<file path="src/rtl/priv_status_ctrl.sv">
module priv_status_ctrl #(
  parameter int DIAG_W = 9,
  localparam int REG_W = 5 + DIAG_W
) (
  input  logic             clk,
  input  logic             rst_n,
  input  logic             exc_valid,
  input  logic [2:0]       exc_class,
  input  logic             eret,
  input  logic             wr_en,
  input  logic [REG_W-1:0] wr_data,
  output logic [REG_W-1:0] rd_data,
  output logic [1:0]       eff_mode,
  output logic             int_en_o
);

  localparam int B_IE   = 0;
  localparam int B_EXL  = 1;
  localparam int B_ERL  = 2;
  localparam int B_MODE = 3;
  localparam int B_DIAG = 5;
  localparam int D_TLBC = 0;
  localparam int D_RSVD = 1;
  localparam int D_NMI  = 2;
  localparam int D_SRST = 3;

  localparam logic [2:0] CLS_RESET = 3'd0;
  localparam logic [2:0] CLS_SOFT  = 3'd1;
  localparam logic [2:0] CLS_NMI   = 3'd2;
  localparam logic [2:0] CLS_CACHE = 3'd3;

  logic              ie_q, exl_q, erl_q;
  logic [1:0]        mode_q;
  logic [DIAG_W-1:0] diag_q;

  logic              ie_n, exl_n, erl_n;
  logic [1:0]        mode_n;
  logic [DIAG_W-1:0] diag_n;

  always_comb begin
    ie_n   = ie_q;
    exl_n  = exl_q;
    erl_n  = erl_q;
    mode_n = mode_q;
    diag_n = diag_q;
    if (exc_valid) begin
      case (exc_class)
        CLS_RESET: begin
          erl_n          = 1'b1;
          diag_n[D_TLBC] = 1'b0;
          diag_n[D_SRST] = 1'b0;
          diag_n[D_NMI]  = 1'b0;
        end
        CLS_SOFT: begin
          erl_n          = 1'b1;
          diag_n[D_TLBC] = 1'b0;
          diag_n[D_SRST] = 1'b1;
          diag_n[D_NMI]  = 1'b0;
        end
        CLS_NMI: begin
          erl_n          = 1'b1;
          diag_n[D_TLBC] = 1'b0;
          diag_n[D_SRST] = 1'b1;
          diag_n[D_NMI]  = 1'b1;
        end
        CLS_CACHE: erl_n = 1'b1;
        default:   exl_n = 1'b1;
      endcase
    end else if (eret) begin
      if (erl_q) erl_n = 1'b0;
      else       exl_n = 1'b0;
    end else if (wr_en) begin
      ie_n   = wr_data[B_IE];
      exl_n  = wr_data[B_EXL];
      erl_n  = wr_data[B_ERL];
      mode_n = wr_data[B_MODE +: 2];
      diag_n = wr_data[B_DIAG +: DIAG_W];
    end
    diag_n[D_RSVD] = 1'b0;
  end

  always_ff @(posedge clk or negedge rst_n) begin
    if (!rst_n) begin
      ie_q   <= 1'b0;
      exl_q  <= 1'b0;
      erl_q  <= 1'b1;
      mode_q <= 2'b00;
      diag_q <= '0;
    end else begin
      ie_q   <= ie_n;
      exl_q  <= exl_n;
      erl_q  <= erl_n;
      mode_q <= mode_n;
      diag_q <= diag_n;
    end
  end

  assign rd_data  = {diag_q, mode_q, erl_q, exl_q, ie_q};
  assign eff_mode = (erl_q || exl_q) ? 2'b00 :
                    (mode_q == 2'b11) ? 2'b10 : mode_q;
  assign int_en_o = ie_q & ~erl_q & ~exl_q;

endmodule


</file>
<file path="config.mk">
export PLATFORM = sky130hd
export DESIGN_NAME = priv_status_ctrl
export DESIGN_NICKNAME = d
export VERILOG_FILES = /design/src/rtl/priv_status_ctrl.sv
export SDC_FILE = /design/constraint.sdc
export NUM_CORES = 1
export LEC_CHECK = 0
export BUFFER_PORTS_ARGS = -buffer_cell sky130_fd_sc_hd__buf_4
export CAP_MARGIN = 20
export CORE_MARGIN = 3
export CORE_UTILIZATION = 44
export DETAILED_ROUTE_END_ITERATION = 8
export MAX_ROUTING_LAYER = met4
export PLACE_DENSITY = 0.91
export SLEW_MARGIN = 20
export SYNTH_ARGS = -nofsm -noshare
export SYNTH_HDL_FRONTEND = slang
export SYNTH_SLANG_ARGS = --single-unit
</file>
<file path="constraint.sdc">
create_clock -name clk -period 2.6 [get_ports clk]
set_input_delay 0.26 -clock clk [delete_from_list [all_inputs] [get_ports clk]]
set_output_delay 0.26 -clock clk [all_outputs]
set_load 0.02 [all_outputs]
</file>
==> reports/metrics.yaml, run 1 <==
p_int_uw: 380
cp.arrival_ns: 1.21
drive_gt1_share_pct: 44.3
yosysWarnings: 0
p_sw_uw: 188
core_um2: 1350
period_share_pct: 56.6
startpoint_type: "flop"
leakage_uw: 0.000502
finalClockSkew_ns: 0.00281
setup_viol: 0
wl_per_cell_um: 13.0
overflow: 0
hold_path_class: "primary input to flop"
synth_largest_area_cell: "dfrtp_1"
dp_hpwl_um: 1250
slew_headroom_pct: 41.5
synth_area_leaders: "dfrtp_1, nand2_1, buf_4, dfstp_2, o211ai_2"
die_area_um2: 2010
io_pins: 39
syn_nets: 93
setup_slack_ns: 1.13
dpl-instance-area_um2: 903
crit_type: "flop to output port"
tritoncts: "built"
hold_viol_final: 0
peakVddDrop_uv: 355
rsz0062_at_grt: "no"
syn_area_per_cell_um2: 9.34
max_freq_mhz: 680
synth_top_area_share_pct: 45.3
pwr-share-comb_pct: 32.8
period_minus_slack_ns: 1.47
worst_pin_slew_ns: 0.873
maxCapViolCount: 0
grt_pass1_vias: 553
grt_usage_pct: 17.5
p_per_area_nw_per_um2: 605
drv_slew: 0
portBuffers: 36
ctsResizeCount: 0
syn_area_um2: 663
grt_max_degree: 15
grt_pass1_wl_um: 2420
cts_setup_buffers: 0
gp_congestion: 0.766
async_flop_share_pct: 100
initial_core_util_pct: 49.1
num_rows: 13
synth_cell_type_count: 24
finalSetupTns_ns: 0
p_seq_share_pct: 45.5
status: "finished, final reports clean"
die_height_um: 44.8
num_vias: 621
ys_seq_elements: 13
yosysSeqAreaShare_pct: 49.2
switching_share_pct: 33.1
final_cell_area_um2: 941
required_ns: 2.34
htree_levels: 1
clkPwrFrac_pct: 21.8
syn_inst: 71
area_growth_pct: 41.9
clock-sinks: 13
num_antenna_cells: 0
clk_latency_ns: 0.27
synth_edf_count: 0
crit_fanout: 4
cts_buffer_depth: 2
fin_util_pct: 69.7
vias_per_cell: 5.13
cts_root_buf: "clkbuf_4"
antenna_found_initial: 0
cts.clk_slew.worst_paths_ns: 0.08
drtPass1Iterations: 4
dp_slack_ns: 1.09
antenna_left: 0
num-nets-final: 129
cts_made_buffers: 3
drc_errors: 0
routed_wl_um: 1570
die_w_um: 44.8
hold_slack_ns: 0.170
crit_path_end_kind: "output port"
drtIter0Drc: 6
synth-main-ff-cell: "dfrtp_1"
[cell type report]
class	instances	area (µm²)
fillers	120	409
flip-flops and latches	13	327
well taps	15	18.8
multi-input cells	50	280
repair buffers	37	280
clock inverters	1	5.00
inverters	2	7.51
clock buffers	3	22.5
[what timing repair did]
action / in CTS / in global routing
setup endpoints to repair: 0 / 0
endpoints found under the hold margin: 12 / 0
hold buffers: 1 / 0
[stage by stage]
stage | std cells | power, µW
after floorplan | 71 | 363
after global placement | 116 | 443
after detailed placement | 116 | 450
after CTS | 121 | 574
after global routing | 121 | 600
final | 121 | 569
[per-layer routing]
metal	vias up	GRT usage (%)	share of wire [%]
li1	302	-	-
met5	-	-	0
met1	289	19.9	38
met4	0	7.02	1.6
met2	25	29.5	52
met3	5	3.98	9.1
[power by group through the flow]
stage	clock network [µW]	registers (µW)	logic, µW
final	124	259	186
after global routing	135	264	201
after CTS	126	259	189
after detailed placement	0	263	187
after global placement	0	261	182
after floorplan	0	290	73.3
[critical path, cell delays in order (launching register included)]
cell	delay (ns)
dfrtp_1	0.41
nor4b_1	0.32
buf_4	0.21
[Yosys cell counts, types with 2 or more instances]
cell type / number
dfrtp_1: 12
o211ai_2: 2
buf_4: 5
a21oi_1: 3
nand2_1: 28
nor3b_1: 2
inv_1: 2
[flip-flops by register name, summed over array words and instances (netlist names)]
signal	count
erl_q	1
ie_q	1
exl_q	1
mode_q	2
diag_q	8
[kinds of logic after synthesis]
kind of cell           synth area share, %
and+or+nand+nor                       28.7
DFF                                   49.2
other                                0.565
AOI/OAI and AO/OA                     13.0
buffers and inverters                 8.49
[final timing paths]
kind / from / end / slack, ns / cells after the start
worst min register to register: diag_q[4] / diag_q[4] / 0.49 / 2
worst max-delay path: mode_q[1] / eff_mode[0] / 1.13 / 2
worst min-delay path: wr_data[10] / diag_q[5] / 0.17 / 3
worst max register to register: erl_q / exl_q / 1.67 / 3
min in group asynchronous: rst_n / mode_q[0] / 0.36 / 2
max in group asynchronous: rst_n / erl_q / 2.01 / 2
[layout by cell type, fill, tap and decap left out]
| master | synthesis | final |
|---|---|---|
| buf_4 | 5 | 36 |
| nand2_1 | 28 | 28 |
| dfrtp_1 | 12 | 12 |
| a21oi_1 | 3 | 3 |
| clkbuf_4 | 0 | 3 |
| nor3b_1 | 2 | 2 |
| inv_1 | 2 | 2 |
| o211ai_2 | 2 | 2 |
| nor4b_1 | 1 | 1 |
| nor3b_2 | 1 | 1 |
| or3b_4 | 1 | 1 |
| nand2b_2 | 1 | 1 |
| o31ai_1 | 1 | 1 |
| a2bb2oi_1 | 1 | 1 |
| nor4bb_1 | 1 | 1 |
| nand3_2 | 1 | 1 |
| o311ai_0 | 1 | 1 |
| a22o_1 | 1 | 1 |
| a21o_1 | 1 | 1 |
| nor2_1 | 1 | 1 |
| o21ai_0 | 1 | 1 |
| nand3_1 | 1 | 1 |
| conb_1 | 1 | 1 |
| clkinv_2 | 0 | 1 |
| dfstp_2 | 1 | 1 |
| dlygate4sd3_1 | 0 | 1 |
Note: power is estimated with default switching activity, not from simulation.
==> run 2: changes to the inputs <==
Settings changed: CORE_UTILIZATION 44 to 41, PLACE_DENSITY 0.91 to 0.86.
Clock period 2.6 ns to 1.54 ns, I/O delays scaled along.
==> run 2 against run 1 <==
Effect of this change: utilization fell by 1.4 points; non-clock buffer count rose by 2; count of clock-buffer cells in the layout rose by 1; worst hold slack got worse by 0.099 ns; design area rose by 1.5%.
==> reports/metrics.yaml, run 2 (same netlist as run 1, synthesis figures left out) <==
drtPass1Iterations: 4
clock-sinks: 13
antenna_left: 0
finalSetupTns_ns: 0
r2r_cells: 3
hold_depth: 3
fin_util_pct: 68.2
cts.clk_slew.worst_paths_ns: 0.08
core_um2: 1400
antenna_found_initial: 0
rr_startpoint: "erl_q"
dpl-instance-area_um2: 918
clk_latency_ns: 0.27
vias_per_cell: 5.10
cp.arrival_ns: 1.22
slowest_stage: "dfstp_2"
maxCapViolCount: 0
grt_usage_pct: 16.2
ctsResizeCount: 0
startpoint_type: "flop"
final_cell_area_um2: 955
num_vias: 627
setup_viol: 0
gp_congestion: 0.758
finalClockSkew_ns: 0.0000284
r2r-end: "exl_q"
portBuffers: 36
regToRegSetupSlack_ns: 0.60
die_w_um: 46.2
cp_slowest_stage_delay_ns: 0.40
leakage_uw: 0.000510
max_freq_mhz: 726
grt_pass1_wl_um: 2430
grt_pass1_vias: 587
status: "finished, final reports clean"
drc_errors: 0
required_ns: 1.39
total_power_uw: 958
peakVddDrop_uv: 689
crit_type: "flop to output port"
routed_wl_um: 1620
tritoncts: "built"
drtIter0Drc: 10
hold_path_class: "primary input to flop"
htree_levels: 1
p_per_area_nw_per_um2: 1000
reg_top3: "diag_q (8), mode_q (2)"
num_antenna_cells: 0
overflow: 0
top_register: "diag_q"
cts_buffer_depth: 2
cts_made_buffers: 3
hold_slack_ns: 0.0709
crit_chain: "nor4b_1 -> buf_4"
min_from: "wr_data[10]"
hold_viol_final: 0
drv_slew: 0
period_minus_slack_ns: 1.38
wl_per_cell_um: 13.1
layout_common_cells: "buf_4, nand2_1, dfrtp_1"
io_pins: 39
largest_reg_flops: 8
crit_path_end_kind: "output port"
num_rows: 13
die_area_um2: 2140
num-nets-final: 131
initial_core_util_pct: 47.4
drive_gt1_share_pct: 44.4
cts_root_buf: "clkbuf_4"
period_share_pct: 89.5
grt_max_degree: 14
layout_commonest_cell: "buf_4"
die_height_um: 46.2
area_growth_pct: 44.0
crit_fanout: 6
rsz0062_at_grt: "no"
dp_hpwl_um: 1280
holdPathEnd: "diag_q[5]"
run 2: changes by cell type in the layout (fill, tap and decap cells not counted), sizes merged:
cell and delta:
clkbuf +1, clkinv -1, buf +2
run 2: how the worst max path moves through the flow:
stage / from / to / slack [ns]
final: erl_q / eff_mode[0] / 0.16
after global routing: exl_q / eff_mode[0] / 0.08
after CTS: erl_q / eff_mode[0] / 0.15
after detailed placement: eret / diag_q[3] / 0.34
after global placement: eret / diag_q[3] / 0.37
after floorplan: mode_q[1] / eff_mode[0] / 0.13
run 2: routing by layer:
metal / routed length (µm) / track usage [%] / part of all wire [%]
met1: 634 / 18.5 / 39
met2: 803 / 27.7 / 50
met3: 150 / 2.73 / 9.3
met4: 27 / 6.82 / 1.7
met5: 0 / - / 0
run 2: power breakdown:
group          total, µW  switching (µW)  internal (µW)
Combinational        316             164            152
Clock                205             105            100
Sequential           437            40.9            396
run 2: cell type report:
class                      count  area [µm²]
fill                         133         444
sequential                    13         327
multi-input combinational     50         280
clock buffer                   4        26.3
tap                           15        18.8
timing repair buffer          39         295
inverter                       2        7.51
run 2: stage by stage:
stage          instances  setup WS (ns)
5_1_grt              123         0.0781
6_report             123          0.162
3_3_place_gp         118          0.373
4_1_cts              123          0.146
2_1_floorplan         71          0.134
3_5_place_dp         118          0.343
run 2: worst max-delay path, delay by kind of cell, from the launching register on:
kind,cells,cell delay (ns)
flip-flops,1,0.40
AND/OR/NAND/NOR,1,0.35
buffers and inverters,1,0.21
run 2: repair_timing:
action,CTS,global route
hold buffers,1,0
buffers inserted,0,0
hold endpoints to repair,13,0
endpoints found under the setup margin,0,0
==> run 3: changes to the inputs <==
Settings changed: HOLD_SLACK_MARGIN set to 0.12.
==> run 3 against run 2 <==
Effect of this change: register-to-register slack about the same; count of clock-buffer cells in the layout unchanged; maximum frequency decreased by 0.55%; flip-flop and latch count unchanged; global-route usage increased by 1.2 points; critical endpoint unchanged; largest cell class is now buffers; highest routed layer unchanged.
==> reports/metrics.yaml, run 3 (same netlist as run 1, synthesis figures left out) <==
status: "finished, final reports clean"
crit_type: "flop to output port"
r2r-end: "exl_q"
max_freq_mhz: 722
rsz0062_at_grt: "no"
die_w_um: 46.2
io_pins: 39
num_rows: 13
gp_congestion: 0.758
finalClockSkew_ns: 0.0000300
hold_viol_final: 0
cts_buffer_depth: 2
clock-sinks: 13
routed_wl_um: 1740
portBuffers: 36
num_antenna_cells: 0
cp.arrival_ns: 1.23
holdPathEnd: "diag_q[3]"
cts_root_buf: "clkbuf_4"
period_share_pct: 90.0
tritoncts: "built"
r2r_cells: 3
finalSetupTns_ns: 0
dp_slack_ns: 0.343
dp_hpwl_um: 1280
leakage_uw: 0.000556
htree_levels: 1
core_um2: 1400
min_from: "wr_data[8]"
drc_errors: 0
initial_core_util_pct: 47.4
crit_fanout: 6
setup_slack_ns: 0.155
clk_latency_ns: 0.27
grt_usage_pct: 17.4
fillers: 110
routed.top_layer: "met4"
p_per_area_nw_per_um2: 923
overflow: 0
wl_met1_um: 725
top_register: "diag_q"
peakVddDrop_uv: 701
setup_viol: 0
area_growth_pct: 60.6
crit_path_end_kind: "output port"
ctsResizeCount: 0
grt_pass1_vias: 637
period_minus_slack_ns: 1.39
total_power_uw: 983
regToRegSetupSlack_ns: 0.59
grt_pass1_wl_um: 2600
die_height_um: 46.2
vias_per_cell: 4.95
num_vias: 663
die_area_um2: 2140
cts.clk_slew.worst_paths_ns: 0.08
hold_depth: 3
drv_slew: 0
cts_made_buffers: 3
antenna_found_initial: 0
cts_setup_buffers: 0
wl_met3_um: 111
grt_max_degree: 14
dr_wl_met2_um: 854
required_ns: 1.39
largest_reg_flops: 8
antenna_left: 0
drive_gt1_share_pct: 40.3
num-nets-final: 142
maxCapViolCount: 0
wl_per_cell_um: 12.9
reg_top3: "diag_q (8), mode_q (2)"
rr_startpoint: "erl_q"
startpoint_type: "flop"
layout_commonest_cell: "buf_4"
drtIter0Drc: 11
drtPass1Iterations: 3
hold_path_class: "primary input to flop"
layout_common_cells: "buf_4, nand2_1, dfrtp_1, dlygate4sd3_1"
run 3: cell types whose count changed in the layout (fill, tap and decap cells not counted), sizes merged:
cell,previous run,this run
dlygate4sd3,1,12
run 3: how the worst max path moves through the flow:
stage,startpoint,to,cells after the start
finish,erl_q,eff_mode[0],2
global route,exl_q,eff_mode[0],2
CTS,erl_q,eff_mode[0],2
detailed placement,eret,diag_q[3],4
global placement,eret,diag_q[3],4
floorplan,mode_q[1],eff_mode[0],1
run 3: what timing repair did:
action	4_1_cts	5_1_grt
endpoints found under the hold margin	24	0
endpoints found under the setup margin	0	0
hold buffers	12	0
run 3: routing by layer:
layer  global-route usage (%)  vias to the layer above
li1                         -                      331
met1                     19.7                      305
met2                     30.5                       23
met3                     2.34                        4
met4                     6.82                        0
met5                        -                        -
run 3: critical path, cell delays in order, from the launching register on:
cell and delay [ns]:
dfstp_2 0.40, nor4b_1 0.35, buf_4 0.21
run 3: power breakdown:
part / switching [µW] / total (µW) / internal (µW)
Combinational: 170 / 340 / 171
Clock: 106 / 206 / 100
Sequential: 41.1 / 437 / 396
run 3: through the flow:
step / utilization [%] / cell area (µm²) / std cells / hold WS (ns)
floorplan: - / 663 / 71 / -0.142
global placement: 65.7 / 918 / 118 / 0.00236
detailed placement: 65.7 / 918 / 118 / 0.00763
CTS: 76.1 / 1060 / 134 / 0.123
global route: 76.1 / 1060 / 134 / 0.133
finish: 76.1 / 1060 / 134 / 0.132
run 3: area by class of cell:
class,instances,area [µm²],share of cell area [%]
Inverter,2,7.51,0.705
Tap cell,15,18.8,1.76
Clock buffer,4,26.3,2.47
Multi-Input combinational cell,50,280,26.3
Timing Repair Buffer,50,405,38.1
Sequential cell,13,327,30.7
